## src/rtl/sbus_pkg.sv

```systemverilog
package sbus_pkg;

   typedef enum logic [2:0] {
      SRC_RS   = 3'd0,
      SRC_RT   = 3'd1,
      SRC_RD   = 3'd2,
      SRC_PC   = 3'd3,
      SRC_LINK = 3'd4
   } reg_src_e;

   typedef enum logic [1:0] {
      IMM_SX     = 2'd0,
      IMM_ZX     = 2'd1,
      IMM_SX_SH  = 2'd2,
      IMM_OFF    = 2'd3
   } imm_mode_e;

   typedef enum logic [1:0] {
      ALU_PASS = 2'd0,
      ALU_ADD  = 2'd1,
      ALU_STEP = 2'd2,
      ALU_JUMP = 2'd3
   } alu_fn_e;

   localparam int NUM_DRIVERS = 4;

endpackage

```

## src/rtl/sbus_regfile.sv

```systemverilog
module sbus_regfile #(
   parameter int DATA_W    = 32,
   parameter int NUM_GPR   = 32,
   parameter bit ZERO_R0   = 1'b1,
   parameter int IDX_W     = $clog2(NUM_GPR + 1)
) (
   input  logic              clk,
   input  logic              rst_n,
   input  logic [IDX_W-1:0]  idx,
   input  logic              idx_ok,
   input  logic              wr_en,
   input  logic [DATA_W-1:0] wr_data,
   output logic [DATA_W-1:0] rd_data
);

   localparam int NUM_ENT = NUM_GPR + 1;

   generate
      if (NUM_GPR < 2) begin : g_bad_depth
         $error("sbus_regfile: NUM_GPR must be at least 2");
      end
      if ((1 << IDX_W) < NUM_ENT) begin : g_bad_idx
         $error("sbus_regfile: IDX_W too narrow for NUM_GPR+1 entries");
      end
   endgenerate

   logic [DATA_W-1:0] ent_q [NUM_ENT];
   logic              in_range;
   logic              wr_block;
   logic [DATA_W-1:0] raw_rd;

   assign in_range = idx_ok && (int'(idx) < NUM_ENT);

   generate
      if (ZERO_R0) begin : g_r0_fixed
         assign wr_block = (idx == '0);
         assign rd_data  = (idx == '0) ? '0 : raw_rd;
      end else begin : g_r0_plain
         assign wr_block = 1'b0;
         assign rd_data  = raw_rd;
      end
   endgenerate

   always_comb begin
      raw_rd = '0;
      if (in_range) raw_rd = ent_q[idx];
   end

   always_ff @(posedge clk or negedge rst_n) begin
      if (!rst_n) begin
         for (int i = 0; i < NUM_ENT; i++) ent_q[i] <= '0;
      end else if (wr_en && in_range && !wr_block) begin
         ent_q[idx] <= wr_data;
      end
   end

endmodule

```

## src/rtl/sbus_alu.sv

```systemverilog
module sbus_alu
   import sbus_pkg::*;
#(
   parameter int DATA_W   = 32,
   parameter int STEP     = 4,
   parameter int TOP_KEEP = 4,
   parameter int LOW_SH   = 2
) (
   input  logic [DATA_W-1:0] a,
   input  logic [DATA_W-1:0] b,
   input  logic [1:0]        fn,
   output logic [DATA_W-1:0] y
);

   localparam logic [DATA_W-1:0] TOP_MASK = ~({DATA_W{1'b1}} >> TOP_KEEP);
   localparam logic [DATA_W-1:0] STEP_V   = DATA_W'(STEP);

   generate
      if (TOP_KEEP + LOW_SH >= DATA_W) begin : g_bad_split
         $error("sbus_alu: jump merge fields exceed the data width");
      end
   endgenerate

   always_comb begin
      unique case (alu_fn_e'(fn))
         ALU_PASS: y = a;
         ALU_ADD:  y = a + b;
         ALU_STEP: y = a + STEP_V;
         ALU_JUMP: y = (a & TOP_MASK) | ((b << LOW_SH) & ~TOP_MASK);
         default:  y = '0;
      endcase
   end

endmodule

```

## src/rtl/sbus_immext.sv

```systemverilog
module sbus_immext
   import sbus_pkg::*;
#(
   parameter int DATA_W = 32,
   parameter int IMM_W  = 16,
   parameter int SH     = 2
) (
   input  logic [IMM_W-1:0]  field,
   input  logic [1:0]        mode,
   output logic [DATA_W-1:0] y
);

   generate
      if (IMM_W >= DATA_W) begin : g_bad_imm
         $error("sbus_immext: immediate must be narrower than the data path");
      end
   endgenerate

   logic [DATA_W-1:0] sx;
   logic [DATA_W-1:0] zx;

   assign sx = {{(DATA_W-IMM_W){field[IMM_W-1]}}, field};
   assign zx = {{(DATA_W-IMM_W){1'b0}}, field};

   always_comb begin
      unique case (imm_mode_e'(mode))
         IMM_SX:    y = sx;
         IMM_ZX:    y = zx;
         IMM_SX_SH: y = sx << SH;
         IMM_OFF:   y = '0;
         default:   y = '0;
      endcase
   end

endmodule

```

## src/rtl/sbus_datapath.sv

```systemverilog
module sbus_datapath
   import sbus_pkg::*;
#(
   parameter int DATA_W   = 32,
   parameter int NUM_GPR  = 32,
   parameter int PC_STEP  = 4,
   parameter bit ZERO_R0  = 1'b1
) (
   input  logic              clk,
   input  logic              rst_n,
   input  logic              drv_alu,
   input  logic              drv_reg,
   input  logic              drv_mem,
   input  logic              drv_imm,
   input  logic              ld_ir,
   input  logic              ld_a,
   input  logic              ld_b,
   input  logic              ld_ma,
   input  logic [2:0]        reg_src,
   input  logic              reg_we,
   input  logic [1:0]        imm_mode,
   input  logic [1:0]        alu_fn,
   input  logic              mem_we,
   input  logic              mem_en,
   input  logic [DATA_W-1:0] mem_rdata,
   input  logic              mem_busy,
   output logic [DATA_W-1:0] mem_addr,
   output logic [DATA_W-1:0] mem_wdata,
   output logic              mem_wr,
   output logic              mem_req,
   output logic              mem_wait,
   output logic [5:0]        opcode,
   output logic              a_zero,
   output logic              bus_conflict
);

   localparam int IDX_W    = $clog2(NUM_GPR + 1);
   localparam int FLD_W    = 5;
   localparam int OP_LSB   = 26;
   localparam int RS_LSB   = 21;
   localparam int RT_LSB   = 16;
   localparam int RD_LSB   = 11;
   localparam int IMM_W    = 16;
   localparam logic [IDX_W-1:0] PC_IDX   = IDX_W'(NUM_GPR);
   localparam logic [IDX_W-1:0] LINK_IDX = IDX_W'(NUM_GPR - 1);

   generate
      if (DATA_W != 32) begin : g_bad_width
         $error("sbus_datapath: instruction field layout needs DATA_W == 32");
      end
      if (NUM_GPR > (1 << FLD_W)) begin : g_bad_gpr
         $error("sbus_datapath: register fields cannot reach all registers");
      end
   endgenerate

   logic [DATA_W-1:0] ir_q, a_q, b_q, ma_q;
   logic [DATA_W-1:0] bus_w, alu_y, reg_y, imm_y;
   logic [IDX_W-1:0]  reg_idx;
   logic              idx_ok;
   logic [NUM_DRIVERS-1:0] drv_vec;

   // register-file address decode
   always_comb begin
      idx_ok  = 1'b1;
      reg_idx = '0;
      unique case (reg_src_e'(reg_src))
         SRC_RS:   reg_idx = IDX_W'(ir_q[RS_LSB +: FLD_W]);
         SRC_RT:   reg_idx = IDX_W'(ir_q[RT_LSB +: FLD_W]);
         SRC_RD:   reg_idx = IDX_W'(ir_q[RD_LSB +: FLD_W]);
         SRC_PC:   reg_idx = PC_IDX;
         SRC_LINK: reg_idx = LINK_IDX;
         default:  idx_ok  = 1'b0;
      endcase
   end

   sbus_regfile #(
      .DATA_W  (DATA_W),
      .NUM_GPR (NUM_GPR),
      .ZERO_R0 (ZERO_R0),
      .IDX_W   (IDX_W)
   ) u_rf (
      .clk     (clk),
      .rst_n   (rst_n),
      .idx     (reg_idx),
      .idx_ok  (idx_ok),
      .wr_en   (reg_we),
      .wr_data (bus_w),
      .rd_data (reg_y)
   );

   sbus_alu #(
      .DATA_W (DATA_W),
      .STEP   (PC_STEP)
   ) u_alu (
      .a  (a_q),
      .b  (b_q),
      .fn (alu_fn),
      .y  (alu_y)
   );

   sbus_immext #(
      .DATA_W (DATA_W),
      .IMM_W  (IMM_W)
   ) u_imm (
      .field (ir_q[IMM_W-1:0]),
      .mode  (imm_mode),
      .y     (imm_y)
   );

   // shared bus: AND-OR of enabled sources
   assign drv_vec = {drv_imm, drv_mem, drv_reg, drv_alu};

   always_comb begin
      bus_w = ({DATA_W{drv_alu}} & alu_y)
            | ({DATA_W{drv_reg}} & reg_y)
            | ({DATA_W{drv_mem}} & mem_rdata)
            | ({DATA_W{drv_imm}} & imm_y);
   end

   assign bus_conflict = ($countones(drv_vec) > 1);

   always_ff @(posedge clk or negedge rst_n) begin
      if (!rst_n) begin
         ir_q <= '0;
         a_q  <= '0;
         b_q  <= '0;
         ma_q <= '0;
      end else begin
         if (ld_ir) ir_q <= bus_w;
         if (ld_a)  a_q  <= bus_w;
         if (ld_b)  b_q  <= bus_w;
         if (ld_ma) ma_q <= bus_w;
      end
   end

   assign mem_addr  = ma_q;
   assign mem_wdata = bus_w;
   assign mem_wr    = mem_we;
   assign mem_req   = mem_en;
   assign mem_wait  = mem_busy;
   assign opcode    = ir_q[OP_LSB +: 6];
   assign a_zero    = (a_q == '0);

   // instruction register takes the bus
   p_ir_load_r4: assert property (@(posedge clk) disable iff (!rst_n)
      ld_ir |=> ir_q == $past(bus_w));

   // A holds without its strobe
   p_a_hold_r4: assert property (@(posedge clk) disable iff (!rst_n)
      !ld_a |=> a_q == $past(a_q));

   // entry 0 routed into A leaves A zero
   p_r0_zero_r6: assert property (@(posedge clk) disable iff (!rst_n)
      (ld_a && drv_reg && !drv_alu && !drv_mem && !drv_imm && idx_ok && reg_idx == '0)
      |=> a_zero);

   // address register feeds the memory port
   p_ma_load_r9: assert property (@(posedge clk) disable iff (!rst_n)
      ld_ma |=> mem_addr == $past(bus_w));

   // increment path lands in the address register
   p_pc_step_r8: assert property (@(posedge clk) disable iff (!rst_n)
      (ld_ma && drv_alu && !drv_reg && !drv_mem && !drv_imm && alu_fn == ALU_STEP)
      |=> mem_addr == $past(a_q) + DATA_W'(PC_STEP));

endmodule

```

## config.mk

```make
export PLATFORM = sky130hd
export DESIGN_NAME = sbus_datapath
export DESIGN_NICKNAME = d
export VERILOG_FILES = /design/src/rtl/sbus_pkg.sv /design/src/rtl/sbus_regfile.sv /design/src/rtl/sbus_alu.sv /design/src/rtl/sbus_immext.sv /design/src/rtl/sbus_datapath.sv
export SDC_FILE = /design/constraint.sdc
export NUM_CORES = 2
export LEC_CHECK = 0
export BUFFER_PORTS_ARGS = -buffer_cell sky130_fd_sc_hd__buf_2
export CORE_UTILIZATION = 44
export CTS_BUF_LIST = sky130_fd_sc_hd__clkbuf_16
export CTS_CLUSTER_SIZE = 30
export DETAILED_ROUTE_END_ITERATION = 16
export GPL_ROUTABILITY_DRIVEN = 0
export PLACE_DENSITY = 0.66
export SLEW_MARGIN = 20
export SYNTH_ARGS = -nofsm -noshare
export SYNTH_HDL_FRONTEND = slang
export SYNTH_SLANG_ARGS = --single-unit
```

## constraint.sdc

```tcl
create_clock -name clk -period 5.85 [get_ports clk]
set_input_delay 0.585 -clock clk [delete_from_list [all_inputs] [get_ports clk]]
set_output_delay 0.585 -clock clk [all_outputs]
set_load 0.05 [all_outputs]
```

After elaboration in Yosys (flattened, before gate mapping)
Index checks and enable logic that the tools add are counted.

Add/subtract/negate cells: 5. $lt $le $gt $ge: 4. Equal/unequal tests: 10. Mux-type cells: 12. Bitwise gates (word level): 9. Reductions and logical operators: 11.

Operators by type and width (number): 1056-bit bitwise mux (1); 32-bit one-hot mux with 4 select lines (2); 32-bit binary-select mux with 6-bit select (1); 32-bit demux with 6-bit select (1); 32-bit 2-to-1 mux (5); 32-bit bitwise AND (4); 32-bit bitwise OR (3); 32-bit by 3-bit adder with 32-bit output, second input constant (1); 32-bit adder (1); 32-bit logical NOT (1); 32-bit by 28-bit bitwise OR with 32-bit output (1); 6-bit one-hot mux with 5 select lines (1); 2-bit equality test, second input constant (4); 7-bit >= comparator, second input constant (1); 7-bit by 1-bit less-than comparator with 1-bit output, second input constant (1); 6-bit NOT with 7-bit output (1); 3-bit by 2-bit equality test with 1-bit output, second input constant (2); 6-bit logical NOT (1); 6-bit less-than comparator, second input constant (1); 5-bit OR reduction (1); 1-bit by 1-bit adder with 2-bit output (2); 2-bit by 1-bit equality test with 1-bit output, second input constant (2); 1-bit logical AND (4); 2-bit logical NOT (2); 7 further kinds (7).

Register bits after elaboration: 1184. Output and inout bits: 75. Logic and storage cells: 88.

Longest topological paths before layout
Word-level depth: 13. Gate-level depth with buffers: 19. Gate-level depth less buffers: 12.

Modules after synthesis
Synthesis repeated with hierarchy kept, for this count alone.

Cell total of the unflattened synthesis: 4517. Area total of the unflattened synthesis: 57397.5 µm².

By module, submodules not included: sbus_regfile (times used 1, cells each 3483, area each 48083.6 µm²); sbus_datapath (times used 1, cells each 573, area each 6093.3 µm²); sbus_alu (times used 1, cells each 424, area each 2916.5 µm²); sbus_immext (times used 1, cells each 37, area each 304.0 µm²).

Worst setup path before layout
Ideal clock, no wire load.

Path type: input to output. Start: input reg_src[1]. End: output mem_wdata[28]. Arrival: 3618 ps. Setup slack: 1647 ps. Cell stages on the path: 18. Buffers on the path: 9. Cells stage by stage: buf_6 > mux2_4 > a211o_1 > buf_6 > buf_6 > buf_6 > buf_6 > buf_6 > buf_2 > mux2i_1 > a32oi_1 > o21ai_0 > o21ai_0 > nand2_1 > o311a_1 > buf_2 > buf_2 > inv_1.

Word-level cells in the longest chain between the ends: 12. Elaborated cells on any way between the ends: 21.

Ends and longest elaborated chain: start, declared (line sbus_datapath.sv:19) `input logic [2:0] reg_src,`; 3-bit equality test (tied with other cells) (line sbus_datapath.sv:66) `unique case (reg_src_e'(reg_src))`; 6-bit one-hot mux with 5 select lines (line sbus_datapath.sv:66); 6-bit NOT with 7-bit output (not written as such) (line sbus_regfile.sv:46) `if (in_range) raw_rd = ent_q[idx];`; 32-bit binary-select mux with 6-bit select (line sbus_regfile.sv:46); 32-bit 2-to-1 mux (not written as such) (2 in a row) (line sbus_regfile.sv:46); 32-bit 2-to-1 mux (line sbus_regfile.sv:46); 32-bit 2-to-1 mux (*) (line sbus_regfile.sv:37) `assign rd_data = (idx == '0) ? '0 : raw_rd;`; 32-bit bitwise AND (*) (line sbus_datapath.sv:115) `| ({DATA_W{drv_reg}} & reg_y)`; 32-bit bitwise OR (*) (line sbus_datapath.sv:115); 32-bit bitwise OR (*) (line sbus_datapath.sv:116) `| ({DATA_W{drv_mem}} & mem_rdata)`; 32-bit bitwise OR (*) (line sbus_datapath.sv:117) `| ({DATA_W{drv_imm}} & imm_y);`; end, declared (line sbus_datapath.sv:28) `output logic [DATA_W-1:0] mem_wdata,`.

Mark *: on every way between the ends. The rest lies on a longest branch, timed or not. The select of a mux whose other input is x is not followed.

Final worst setup path
Start: register ir_q[11]. End: output mem_wdata[20].

Word-level cells in the longest chain between the ends: 11. Elaborated cells on any way between the ends: 14.

Ends and longest elaborated chain: start, declared (line sbus_datapath.sv:56) `logic [DATA_W-1:0] ir_q, a_q, b_q, ma_q;`; start signal, assigned (line sbus_datapath.sv:129) `if (ld_ir) ir_q <= bus_w;`; 6-bit one-hot mux with 5 select lines (*) (line sbus_datapath.sv:66); 6-bit NOT with 7-bit output (not written as such) (line sbus_regfile.sv:46); 32-bit binary-select mux with 6-bit select (line sbus_regfile.sv:46); 32-bit 2-to-1 mux (not written as such) (2 in a row) (line sbus_regfile.sv:46); 32-bit 2-to-1 mux (line sbus_regfile.sv:46); 32-bit 2-to-1 mux (*) (line sbus_regfile.sv:37); 32-bit bitwise AND (*) (line sbus_datapath.sv:115); 32-bit bitwise OR (*) (line sbus_datapath.sv:115); 32-bit bitwise OR (*) (line sbus_datapath.sv:116); 32-bit bitwise OR (*) (line sbus_datapath.sv:117).

Marks and branches as above.

==> impl_metrics.env <==
export IMPL_dp_hpwl_mm=146
export IMPL_cp_common_cell="buf_12"
export IMPL_drtIter0Drc=6994
export IMPL_cp_max_fo=50
export IMPL_tritoncts="done"
export IMPL_status="completed"
export IMPL_grt_pass1_wl_mm=321
export IMPL_syn_area_mm2=0.0547
export IMPL_synth_distinct_cells=107
export IMPL_synth_top_cell_area_share_pct=54.0
export IMPL_fill_cells=11600
export IMPL_finalCritPeriodShare_pct=97.2
export IMPL_ios=128
export IMPL_post_route_util_pct=49.7
export IMPL_routed_via_density=6.37
export IMPL_async_flop_share_pct=100
export IMPL_irDropWorstVdd_v=0.000303
export IMPL_nNetsFinal=6015
export IMPL_antenna_found_initial=17
export IMPL_wirelength_mm=222
export IMPL_synth_ff_latch_count=1182
export IMPL_r2r_setup_slack_ps=980
export IMPL_synth_area_leaders="dfrtp_1, a21oi_1, nor2_1, nand2_1, o21ai_0"
export IMPL_min_period_ps=5690
export IMPL_setup_tns_ps=0
export IMPL_seqCellArea_mm2=0.0296
export IMPL_worst_path_max_delay_cell="nand3_1"
export IMPL_criticalPathCategory="reg2out"
export IMPL_rsz0062_at_grt="false"
export IMPL_core_area_mm2=0.124
export IMPL_syn2layout_area_growth_pct=12.2
export IMPL_mappedNetlistNets=6069
export IMPL_start_util_pct=44.3
export IMPL_cts_root_buf="clkbuf_16"
export IMPL_cp_cell_sequence="mux2i_2 > o211ai_4 > buf_12 > nand3_1 > o22a_1 > o221ai_1 > a221o_1 > o31ai_2 > a211oi_4 > buf_12 > inv_1 > buf_2"
export IMPL_numCtsBuffers=119
export IMPL_hp_start="mem_rdata[30]"
export IMPL_drt_wirelength_per_cell_um=28.9
export IMPL_cp_required_ps=5270
export IMPL_avgSynthCellArea_um2=9.15
export IMPL_final_setup_viol_count=0
export IMPL_drt_first_pass_iters=8
export IMPL_cap_viol_max_count=0
export IMPL_yosysSeqAreaShare_pct=54.0
export IMPL_grt_pass1_vias=45300
export IMPL_fmax_ghz=0.176
export IMPL_fp_dieW_um=355
export IMPL_grt_max_degree=164
export IMPL_numPortBuffers=121
export IMPL_synth_flop_cell="dfrtp_1"
export IMPL_die_y_um=355
export IMPL_drive_above_1_share_pct=12.0
export IMPL_relSlewSlack_pct=15.3
export IMPL_p_leak_nw=26.9
export IMPL_clock_sinks=1182
export IMPL_power_per_cell_area_mw_per_mm2=477
export IMPL_worstSetupStartpoint="ir_q[11]$_DFFE_PN0P_"
export IMPL_dieArea_mm2=0.126
export IMPL_syn_inst=5981
export IMPL_grt_usage_pct=34.9
export IMPL_htree_num_levels=3
export IMPL_finalClockSkew_ps=44.6
export IMPL_slowest_delay_ps=730
export IMPL_multi_input_area_mm2=0.0226
export IMPL_maxSlewViolCount=0
export IMPL_drtAntennaViolNets=0
export IMPL_via_count=48900
export IMPL_startpoint_type="flip-flop"
export IMPL_worstPathArrival_ps=5100
export IMPL_clk_pin_slew_ps=60
export IMPL_hp_class="in2reg"
export IMPL_overflow=0
export IMPL_worstMarginPinSlew_ps=1260
export IMPL_yosysWarnings=0
export IMPL_clock_path_buffers=3
export IMPL_clock_latency_ps=770
export IMPL_synth_top_area_cell="dfrtp_1"
export IMPL_num_rows=129
export IMPL_end_kind="primary output"
export IMPL_hold_viol=0
export IMPL_cts_resized=0
export IMPL_synth_edf_count=0
export IMPL_drc_errors=0
export IMPL_r2r_start="a_q[0]$_DFFE_PN0P_"
[report_power, final]
group	internal, mW	switching (mW)
logic	3.19	6.20
clock network	3.96	3.45
registers	10.8	1.69
total	17.9	11.3
[kinds of logic (layout without fill, tap and decap cells)]
kind of cell,Yosys count,count (layout),synth area share [%]
compound gates,2026,2026,22.7
xor+xnor,45,45,0.720
fa+ha+maj,35,35,0.827
buf+inv,628,678,5.35
flops,1182,1182,54.0
mux,74,74,1.47
other cells,0,8,0
simple gates,1991,1991,14.9
[critical path: cells and delay by family, from the launching register on]
family / cells / cell delay [ps]
mux: 1 / 430
simple gates: 1 / 730
buf+inv: 4 / 800
flops: 1 / 470
compound gates: 6 / 1860
[cell usage after synthesis, types with 19 or more instances]
cell type,instances
clkbuf_1,322
a21oi_1,853
o21a_1,19
o22ai_1,185
nand2_1,726
o21ai_0,439
nor2_1,981
xnor2_1,32
buf_4,42
a211oi_1,24
nor4_1,25
inv_1,61
nand4_1,29
o221ai_1,33
mux2i_1,36
o22a_1,46
nor3_1,43
a31oi_2,29
o211ai_1,21
a2bb2oi_1,34
nand3_1,84
buf_1,30
dfrtp_1,1182
ha_1,33
a31oi_1,64
buf_6,32
o2111ai_1,21
o21ai_1,31
mux2_2,27
buf_2,137
[final cells by class]
type,instances,area share [%]
Clock buffer,119,4.85
Timing Repair Buffer,388,5.18
Antenna cell,8,0.0326
Multi-Input combinational cell,4171,36.9
Sequential cell,1182,48.2
Tap cell,1637,3.34
Clock inverter,106,1.17
Inverter,65,0.397
[final timing paths]
path	to	depth (start not counted)
worst max-delay path	mem_wdata[20]	12
worst min-delay path	u_rf.ent_q[862]$_DFFE_PN0P_	3
worst max register to register	ir_q[28]$_DFFE_PN0P_	13
worst min register to register	u_rf.ent_q[1034]$_DFFE_PN0P_	0
max in group asynchronous	b_q[12]$_DFFE_PN0P_	3
min in group asynchronous	u_rf.ent_q[803]$_DFFE_PN0P_	2
[timing repair]
item                                    4_1_cts  5_1_grt
pin swaps                                     1        1
buffers inserted                              0        1
hold endpoints to repair                    122        0
endpoints found under the setup margin        1        1
hold buffers                                  1        0
[state kept, by name, indices dropped and copies added, names as in the netlist]
register and cells:
a_q 32, b_q 32, ir_q 32, mem_addr 32, u_rf.ent_q 1054
[placed cells by master (no fill, tap or decap), types with 15 or more instances in the layout]
cell | synthesis | layout
dfrtp_1 | 1182 | 1182
nor2_1 | 981 | 948
a21oi_1 | 853 | 851
nand2_1 | 726 | 721
o21ai_0 | 439 | 438
buf_4 | 42 | 225
o22ai_1 | 185 | 185
clkbuf_16 | 0 | 119
buf_2 | 137 | 117
inv_1 | 61 | 85
nand3_1 | 84 | 83
a31oi_1 | 64 | 63
o22a_1 | 46 | 46
clkinv_1 | 1 | 44
buf_12 | 0 | 43
nor3_1 | 43 | 41
mux2i_1 | 36 | 36
a2bb2oi_1 | 34 | 34
o221ai_1 | 33 | 33
ha_1 | 33 | 33
o21ai_1 | 31 | 32
xnor2_1 | 32 | 32
nand4_1 | 29 | 29
a31oi_2 | 29 | 29
mux2_2 | 27 | 27
nor4_1 | 25 | 25
nor2_4 | 0 | 23
a211oi_1 | 24 | 23
clkinv_2 | 0 | 22
o211ai_1 | 21 | 21
o2111ai_1 | 21 | 21
o21a_1 | 19 | 19
o31ai_1 | 17 | 17
or3_1 | 16 | 16
a222oi_1 | 15 | 15
[layer usage]
| metal | track usage (%) | routed length [um] |
|---|---|---|
| met5 | 0 | 119 |
| met1 | 46.9 | 83800 |
| met4 | 24.2 | 18800 |
| met3 | 9.63 | 28400 |
| met2 | 48.9 | 90700 |
[through the flow]
stage          std cells  area [um^2]  worst slack, ps  hold WS, ps  total power, mW
2_1_floorplan       5981        54700             1650          289             18.0
3_3_place_gp        7437        57600              245          358             21.3
3_5_place_dp        7439        57600              265          360             21.6
4_1_cts             7665        61300             60.2          314             28.9
5_1_grt             7670        61400              173          342             30.5
6_report            7676        61400              162          322             29.3
Note: power is estimated with default switching activity, not from simulation.
